### config.mk
export PLATFORM = sky130hd
export DESIGN_NAME = spi_pd_ctrl
export DESIGN_NICKNAME = d
export VERILOG_FILES = /design/src/rtl/spi_pd_pkg.sv /design/src/rtl/spi_pin_sync.sv /design/src/rtl/spi_frame_rx.sv /design/src/rtl/spi_pd_fsm.sv /design/src/rtl/spi_pd_ctrl.sv
export SDC_FILE = /design/constraint.sdc
export NUM_CORES = 1
export LEC_CHECK = 0
export ABC_AREA = 1
export BUFFER_PORTS_ARGS = -buffer_cell sky130_fd_sc_hd__buf_2
export CORE_MARGIN = 10
export CORE_UTILIZATION = 40
export CTS_BUF_LIST = sky130_fd_sc_hd__clkbuf_16
export DETAILED_ROUTE_END_ITERATION = 8
export GPL_TIMING_DRIVEN = 1
export HOLD_SLACK_MARGIN = 0.08
export SYNTH_ARGS = -nofsm -noshare
export SYNTH_HDL_FRONTEND = slang
export SYNTH_HIERARCHICAL = 1
export SYNTH_SLANG_ARGS = --single-unit
### constraint.sdc
create_clock -name clk -period 2.05 [get_ports clk]
set_input_delay 0 -clock clk [delete_from_list [all_inputs] [get_ports clk]]
set_output_delay 0 -clock clk [all_outputs]
set_load 0.1 [all_outputs]
### src/rtl/spi_pd_pkg.sv
package spi_pd_pkg;
  typedef enum logic [1:0] {
    PS_AWAKE  = 2'd0,
    PS_ENTER  = 2'd1,
    PS_ASLEEP = 2'd2,
    PS_RESUME = 2'd3
  } pwr_state_t;
endpackage

### src/rtl/spi_pin_sync.sv
// Brings the three serial pins into the clk domain and flags their edges.
module spi_pin_sync #(
  parameter int STAGES = 2
) (
  input  logic clk,
  input  logic rst,
  input  logic cs_n,
  input  logic sck,
  input  logic si,
  output logic cs_low,
  output logic cs_fall,
  output logic cs_rise,
  output logic sck_rise,
  output logic sck_fall,
  output logic si_q
);
  // bit 0 = cs_n, bit 1 = sck, bit 2 = si
  localparam logic [2:0] IDLE = 3'b001;
  logic [2:0] chain [STAGES];
  logic [2:0] prev;

  genvar g;
  generate
    for (g = 0; g < STAGES; g++) begin : g_stage
      always_ff @(posedge clk) begin
        if (rst) chain[g] <= IDLE;
        else if (g == 0) chain[g] <= {si, sck, cs_n};
        else chain[g] <= chain[(g == 0) ? 0 : g - 1];
      end
    end
  endgenerate

  always_ff @(posedge clk) begin
    if (rst) prev <= IDLE;
    else prev <= chain[STAGES-1];
  end

  assign cs_low   = ~chain[STAGES-1][0];
  assign cs_fall  = prev[0] & ~chain[STAGES-1][0];
  assign cs_rise  = ~prev[0] & chain[STAGES-1][0];
  assign sck_rise = ~prev[1] & chain[STAGES-1][1];
  assign sck_fall = prev[1] & ~chain[STAGES-1][1];
  assign si_q     = chain[STAGES-1][2];
endmodule

### src/rtl/spi_frame_rx.sv
// Counts frame bits, latches the opcode and drives the identification byte.
module spi_frame_rx #(
  parameter int          CNT_W       = 6,
  parameter int          DUMMY_BYTES = 3,
  parameter logic [7:0]  WAKE_OP     = 8'hAB,
  parameter logic [7:0]  SIG_BYTE    = 8'h13
) (
  input  logic             clk,
  input  logic             rst,
  input  logic             cs_low,
  input  logic             cs_fall,
  input  logic             cs_rise,
  input  logic             sck_rise,
  input  logic             sck_fall,
  input  logic             si_q,
  output logic             byte_done,
  output logic [7:0]       opcode,
  output logic             frame_end,
  output logic [CNT_W-1:0] end_bits,
  output logic             so,
  output logic             so_oe
);
  localparam int SIG_START = 8 * (1 + DUMMY_BYTES);
  localparam logic [CNT_W-1:0] SAT = '1;

  logic [CNT_W-1:0] bitcnt;
  logic [7:0]       shreg;
  logic [CNT_W-1:0] sig_off;
  logic             in_sig;

  assign sig_off = bitcnt - CNT_W'(SIG_START);
  assign in_sig  = (opcode == WAKE_OP) &&
                   (bitcnt >= CNT_W'(SIG_START)) &&
                   (bitcnt <  CNT_W'(SIG_START + 8));

  always_ff @(posedge clk) begin
    if (rst) begin
      bitcnt    <= '0;
      shreg     <= '0;
      opcode    <= '0;
      byte_done <= 1'b0;
      frame_end <= 1'b0;
      end_bits  <= '0;
      so        <= 1'b0;
      so_oe     <= 1'b0;
    end else begin
      byte_done <= 1'b0;
      frame_end <= 1'b0;
      if (cs_fall) begin
        bitcnt <= '0;
        so_oe  <= 1'b0;
      end else if (cs_rise) begin
        frame_end <= 1'b1;
        end_bits  <= bitcnt;
        so_oe     <= 1'b0;
      end else if (cs_low) begin
        if (sck_rise) begin
          shreg <= {shreg[6:0], si_q};
          if (bitcnt != SAT) bitcnt <= bitcnt + 1'b1;
          if (bitcnt == CNT_W'(7)) begin
            opcode    <= {shreg[6:0], si_q};
            byte_done <= 1'b1;
          end
        end else if (sck_fall) begin
          so_oe <= in_sig;
          if (in_sig) so <= SIG_BYTE[~sig_off[2:0]];
        end
      end
    end
  end

  // data out is only enabled inside a selected frame
  p_so_in_frame_r7: assert property (@(posedge clk) disable iff (rst)
    so_oe |-> $past(cs_low));
endmodule

### src/rtl/spi_pd_fsm.sv
// Power state sequencing with settle and resume delays.
module spi_pd_fsm
  import spi_pd_pkg::*;
#(
  parameter int TDP_CYC  = 300,
  parameter int TRES_CYC = 3000
) (
  input  logic       clk,
  input  logic       rst,
  input  logic       sleep_cmd,
  input  logic       wake_cmd,
  input  logic       busy,
  output pwr_state_t state
);
  localparam int MAXD = (TDP_CYC > TRES_CYC) ? TDP_CYC : TRES_CYC;
  localparam int TW   = $clog2(MAXD + 1);

  logic [TW-1:0] tmr;

  always_ff @(posedge clk) begin
    if (rst) begin
      state <= PS_AWAKE;
      tmr   <= '0;
    end else begin
      unique case (state)
        PS_AWAKE: if (sleep_cmd && !busy) begin
          state <= PS_ENTER;
          tmr   <= TW'(TDP_CYC - 1);
        end
        PS_ENTER: if (tmr == '0) state <= PS_ASLEEP;
                  else tmr <= tmr - 1'b1;
        PS_ASLEEP: if (wake_cmd) begin
          state <= PS_RESUME;
          tmr   <= TW'(TRES_CYC - 1);
        end
        PS_RESUME: if (tmr == '0) state <= PS_AWAKE;
                   else tmr <= tmr - 1'b1;
        default: state <= PS_AWAKE;
      endcase
    end
  end

  // sleep is reached only through an expired settle delay
  p_sleep_after_delay_r3: assert property (@(posedge clk) disable iff (rst)
    (state == PS_ASLEEP && $past(state) != PS_ASLEEP) |->
      ($past(state) == PS_ENTER && $past(tmr) == '0));
  // a busy array keeps the controller awake
  p_busy_blocks_r5: assert property (@(posedge clk) disable iff (rst)
    (state == PS_AWAKE && busy) |=> state != PS_ENTER);
  // resume follows only from sleep
  p_resume_from_sleep_r8: assert property (@(posedge clk) disable iff (rst)
    (state == PS_RESUME && $past(state) != PS_RESUME) |-> $past(state) == PS_ASLEEP);
endmodule

### src/rtl/spi_pd_ctrl.sv
module spi_pd_ctrl
  import spi_pd_pkg::*;
#(
  parameter int         SYNC_STAGES = 2,
  parameter int         DUMMY_BYTES = 3,
  parameter int         TDP_CYC     = 300,
  parameter int         TRES_CYC    = 3000,
  parameter logic [7:0] SLEEP_OP    = 8'hB9,
  parameter logic [7:0] WAKE_OP     = 8'hAB,
  parameter logic [7:0] SIG_BYTE    = 8'h13
) (
  input  logic       clk,
  input  logic       rst,
  input  logic       cs_n,
  input  logic       sck,
  input  logic       si,
  input  logic       busy,
  output logic       so,
  output logic       so_oe,
  output logic       instr_valid,
  output logic [7:0] instr_op,
  output logic       pd_status
);
  localparam int CNT_W = $clog2(8 * (2 + DUMMY_BYTES) + 8);

  logic cs_low, cs_fall, cs_rise, sck_rise, sck_fall, si_q;
  logic byte_done, frame_end;
  logic [7:0] opcode;
  logic [CNT_W-1:0] end_bits;
  logic sleep_cmd, wake_cmd;
  pwr_state_t state;

  spi_pin_sync #(.STAGES(SYNC_STAGES)) u_sync (
    .clk(clk), .rst(rst), .cs_n(cs_n), .sck(sck), .si(si),
    .cs_low(cs_low), .cs_fall(cs_fall), .cs_rise(cs_rise),
    .sck_rise(sck_rise), .sck_fall(sck_fall), .si_q(si_q)
  );

  spi_frame_rx #(
    .CNT_W(CNT_W), .DUMMY_BYTES(DUMMY_BYTES),
    .WAKE_OP(WAKE_OP), .SIG_BYTE(SIG_BYTE)
  ) u_rx (
    .clk(clk), .rst(rst), .cs_low(cs_low), .cs_fall(cs_fall), .cs_rise(cs_rise),
    .sck_rise(sck_rise), .sck_fall(sck_fall), .si_q(si_q),
    .byte_done(byte_done), .opcode(opcode), .frame_end(frame_end),
    .end_bits(end_bits), .so(so), .so_oe(so_oe)
  );

  assign sleep_cmd = frame_end && (end_bits == CNT_W'(8)) && (opcode == SLEEP_OP);
  assign wake_cmd  = frame_end && (end_bits >= CNT_W'(8)) && (opcode == WAKE_OP);

  spi_pd_fsm #(.TDP_CYC(TDP_CYC), .TRES_CYC(TRES_CYC)) u_fsm (
    .clk(clk), .rst(rst), .sleep_cmd(sleep_cmd), .wake_cmd(wake_cmd),
    .busy(busy), .state(state)
  );

  assign pd_status = (state == PS_ASLEEP);

  always_ff @(posedge clk) begin
    if (rst) begin
      instr_valid <= 1'b0;
      instr_op    <= '0;
    end else begin
      instr_valid <= byte_done && (state == PS_AWAKE) &&
                     (opcode != SLEEP_OP) && (opcode != WAKE_OP);
      if (byte_done) instr_op <= opcode;
    end
  end

  // the first cycle after reset is awake and quiet
  logic rst_d;
  always_ff @(posedge clk) rst_d <= rst;
  always_ff @(posedge clk) begin
    if (rst_d === 1'b1 && !rst)
      p_reset_awake_r1: assert (state == PS_AWAKE && !so_oe && !instr_valid);
  end
  // forwarded opcodes are single-cycle pulses
  p_valid_pulse_r2: assert property (@(posedge clk) disable iff (rst)
    instr_valid |=> !instr_valid);
  // nothing is forwarded while asleep
  p_no_fwd_asleep_r6: assert property (@(posedge clk) disable iff (rst)
    pd_status |-> !instr_valid);
endmodule

==> flow_summary.json <==
{
  "min_from": "busy",
  "cts.clk_slew.worst_paths_ps": 60,
  "synth-main-ff-cell": "dfxtp_1",
  "synth_commonest_cells": "nor2_1, nand2_1, dfxtp_1, inv_1, o21ai_0",
  "synth.area.top_cells": "dfxtp_1, nor2_1, nand2_1",
  "cap_violations": 0,
  "syn_nets": 449,
  "synthArstFlopShare_pct": 0,
  "hpwlAfterDp_um": 4740,
  "drt_pass1_iterations": 4,
  "hp-class": "input port to flip-flop",
  "n_antenna_cell": 0,
  "portBuffers": 17,
  "insertion_delay_ps": 320,
  "seq_power_share_pct": 43.2,
  "final_nets": 478,
  "combPwrFrac_pct": 2.5,
  "cp_data_required_time_ps": 2250,
  "num_rows": 31,
  "grt.total_usage_pct": 11.9,
  "grt_antenna_before_repair": 0,
  "drc_errors": 0,
  "hold_violations": 0,
  "max_slew_margin_pct": 62.3,
  "cts_buffers": 9,
  "netlist_instances": 434,
  "grt-ovfl-total": 0,
  "die_y_um": 107,
  "yosys_register_bits": 62,
  "cp-end-kind": "flip-flop",
  "io_pins": 18,
  "synth_cell_types": 28,
  "leakage_nw": 1.69,
  "htree_levels": 3,
  "fmax_ghz": 0.570,
  "startpoint_type": "flip-flop",
  "synth.avg_cell_area_um2": 6.92,
  "powerDensity_nw_per_um2": 796,
  "vias": 2605,
  "cts_sinks": 62,
  "ant_nets": 0,
  "cts_buffer_depth": 2,
  "clock-root-buffer": "clkbuf_16",
  "hold_slack_ps": 213,
  "grt_pass1_wl_um": 11100,
  "crit_fanout": 13,
  "maxSlewViolCount": 0,
  "yosys.area.top_type": "dfxtp_1",
  "path_class": "flip-flop to flip-flop",
  "synthToLayoutAreaGrowth_pct": 18.5,
  "synth.top_cell.area_share_pct": 41.4,
  "synth_area_um2": 3000,
  "finalSetupTns_ps": 0,
  "dieArea_um2": 11400,
  "worstMarginPinSlew_ps": 565,
  "rsz0062_at_grt": "no",
  "place_congestion": 0.822,
  "skew_ps": 4.77,
  "grt_pass1_vias": 2498,
  "drtIter0Drc": 70,
  "p_clk_share_pct": 54.3,
  "wire_per_inst_um": 11.2,
  "viasPerCell": 4.59,
  "yosysSeqAreaShare_pct": 41.4,
  "status": "finished clean",
  "p_switching_w": 0.000633,
  "timing.rr.start": "u_fsm/state[1]$_SDFFE_PP0P_",
  "die_w_um": 107,
  "synth_edf_count": 0,
  "min_period_ps": 1750,
  "setup_violations": 0,
  "core_um2": 7290,
  "arrival_ps": 1950,
  "wl_um": 6360,
  "yosysMostFrequentCell": "nor2_1",
  "finalCritPeriodShare_pct": 85.6,
  "fillers": 778,
  "cts_tree": "built",
  "p_int_w": 0.00220,
  "yosys_warnings": 6,
  "cp-startpoint": "u_fsm/state[1]$_SDFFE_PP0P_",
  "initial_core_util_pct": 41.2,
  "switching_share_pct": 22.3,
  "grt_max_degree": 23,
  "ir_worst_vdd_v": 0.000446,
  "drive_gt1_share_pct": 13.5
}
[cells by family (layout without fill, tap and decap cells)]
group | count (synthesis) | count (layout) | share of synthesized area [%]
and+or+nand+nor | 219 | 219 | 32.1
buffers and inverters | 74 | 108 | 10.0
adders and majority gates | 9 | 9 | 3.75
DFF | 62 | 62 | 41.4
AOI/OAI and AO/OA | 68 | 68 | 12.2
xor gates and xnor gates | 2 | 2 | 0.584
[state kept, by name, indices dropped and copies added (netlist names), 2 cells and up]
name and count:
u_fsm/tmr 12, instr_op 8, u_rx/opcode 8, u_rx/shreg 7, u_rx/bitcnt 6, u_rx/end_bits 6, u_sync/chain 6, u_fsm/state 2
u_sync/prev 2
[metrics by stage]
stage | worst slack (ps) | std cells | cell area [um^2] | utilization, % | power (W)
6_report | 296 | 567 | 3560 | 48.8 | 0.00283
5_1_grt | 115 | 567 | 3560 | 48.8 | 0.00294
4_1_cts | 233 | 567 | 3550 | 48.7 | 0.00287
3_5_place_dp | 255 | 546 | 3190 | 43.7 | 0.00131
3_3_place_gp | 335 | 546 | 3190 | 43.7 | 0.00131
2_1_floorplan | 359 | 434 | 3000 | - | 0.00129
[worst max-delay path: stages (launching register included)]
cell	delay (ps)
dfxtp_1	430
inv_1	130
ha_1	190
or2_2	330
nand3_4	130
nand2_4	120
nor2_1	200
a21oi_1	100
[layout by cell type, fill, tap and decap left out, types with 5 or more instances in the layout]
cell,instances
ha_1,9
nor2_1,100
nand2_1,81
inv_1,62
nand3_1,15
o21ai_0,32
a21oi_1,25
dlygate4sd3_1,5
dfxtp_1,62
clkbuf_16,9
nand4_1,5
buf_2,17
[repair_timing]
| action | 4_1_cts | 5_1_grt |
|---|---|---|
| setup buffers | 0 | 0 |
| hold buffers | 5 | 0 |
| hold endpoints to repair | 4 | 0 |
| gates resized for setup | 0 | 1 |
| setup endpoints to repair | 0 | 1 |
[metal layers]
| layer | global-route usage [%] | vias to the layer above | wire [um] |
|---|---|---|---|
| met5 | 0 | - | 0 |
| met4 | 4.35 | 0 | 70 |
| met3 | 4.37 | 8 | 309 |
| met2 | 17.9 | 36 | 2750 |
| met1 | 15.1 | 1156 | 3230 |
| li1 | - | 1405 | - |
[power groups by stage]
stage / Sequential [W] / Clock (W) / Combinational [W]
global route: 0.00122 / 0.00164 / 0.0000807
finish: 0.00122 / 0.00154 / 0.0000709
floorplan: 0.00125 / 0 / 0.0000435
global placement: 0.00125 / 0 / 0.0000638
CTS: 0.00122 / 0.00158 / 0.0000717
detailed placement: 0.00125 / 0 / 0.0000643
[final cells by class]
type                       count  area, um^2  share of cell area (%)
multi-input combinational    298        1470                    41.3
sequential                    62        1240                    34.9
inverter                      67         256                    7.21
clock buffer                   9         225                    6.33
timing repair buffer          25         158                    4.43
tap                           99         124                    3.48
clock inverter                 7        83.8                    2.36
[worst paths after layout]
check        slack [ps]  cells after the start                            end
min                 210                      7     u_fsm/tmr[10]$_SDFFE_PP0P_
max reg2reg         300                      7      u_fsm/tmr[1]$_SDFFE_PP0P_
min reg2reg         410                      2  u_sync/chain[1][2]$_SDFF_PP0_
max                 300                      7      u_fsm/tmr[1]$_SDFFE_PP0P_
Power figures use the tool's default switching activity.
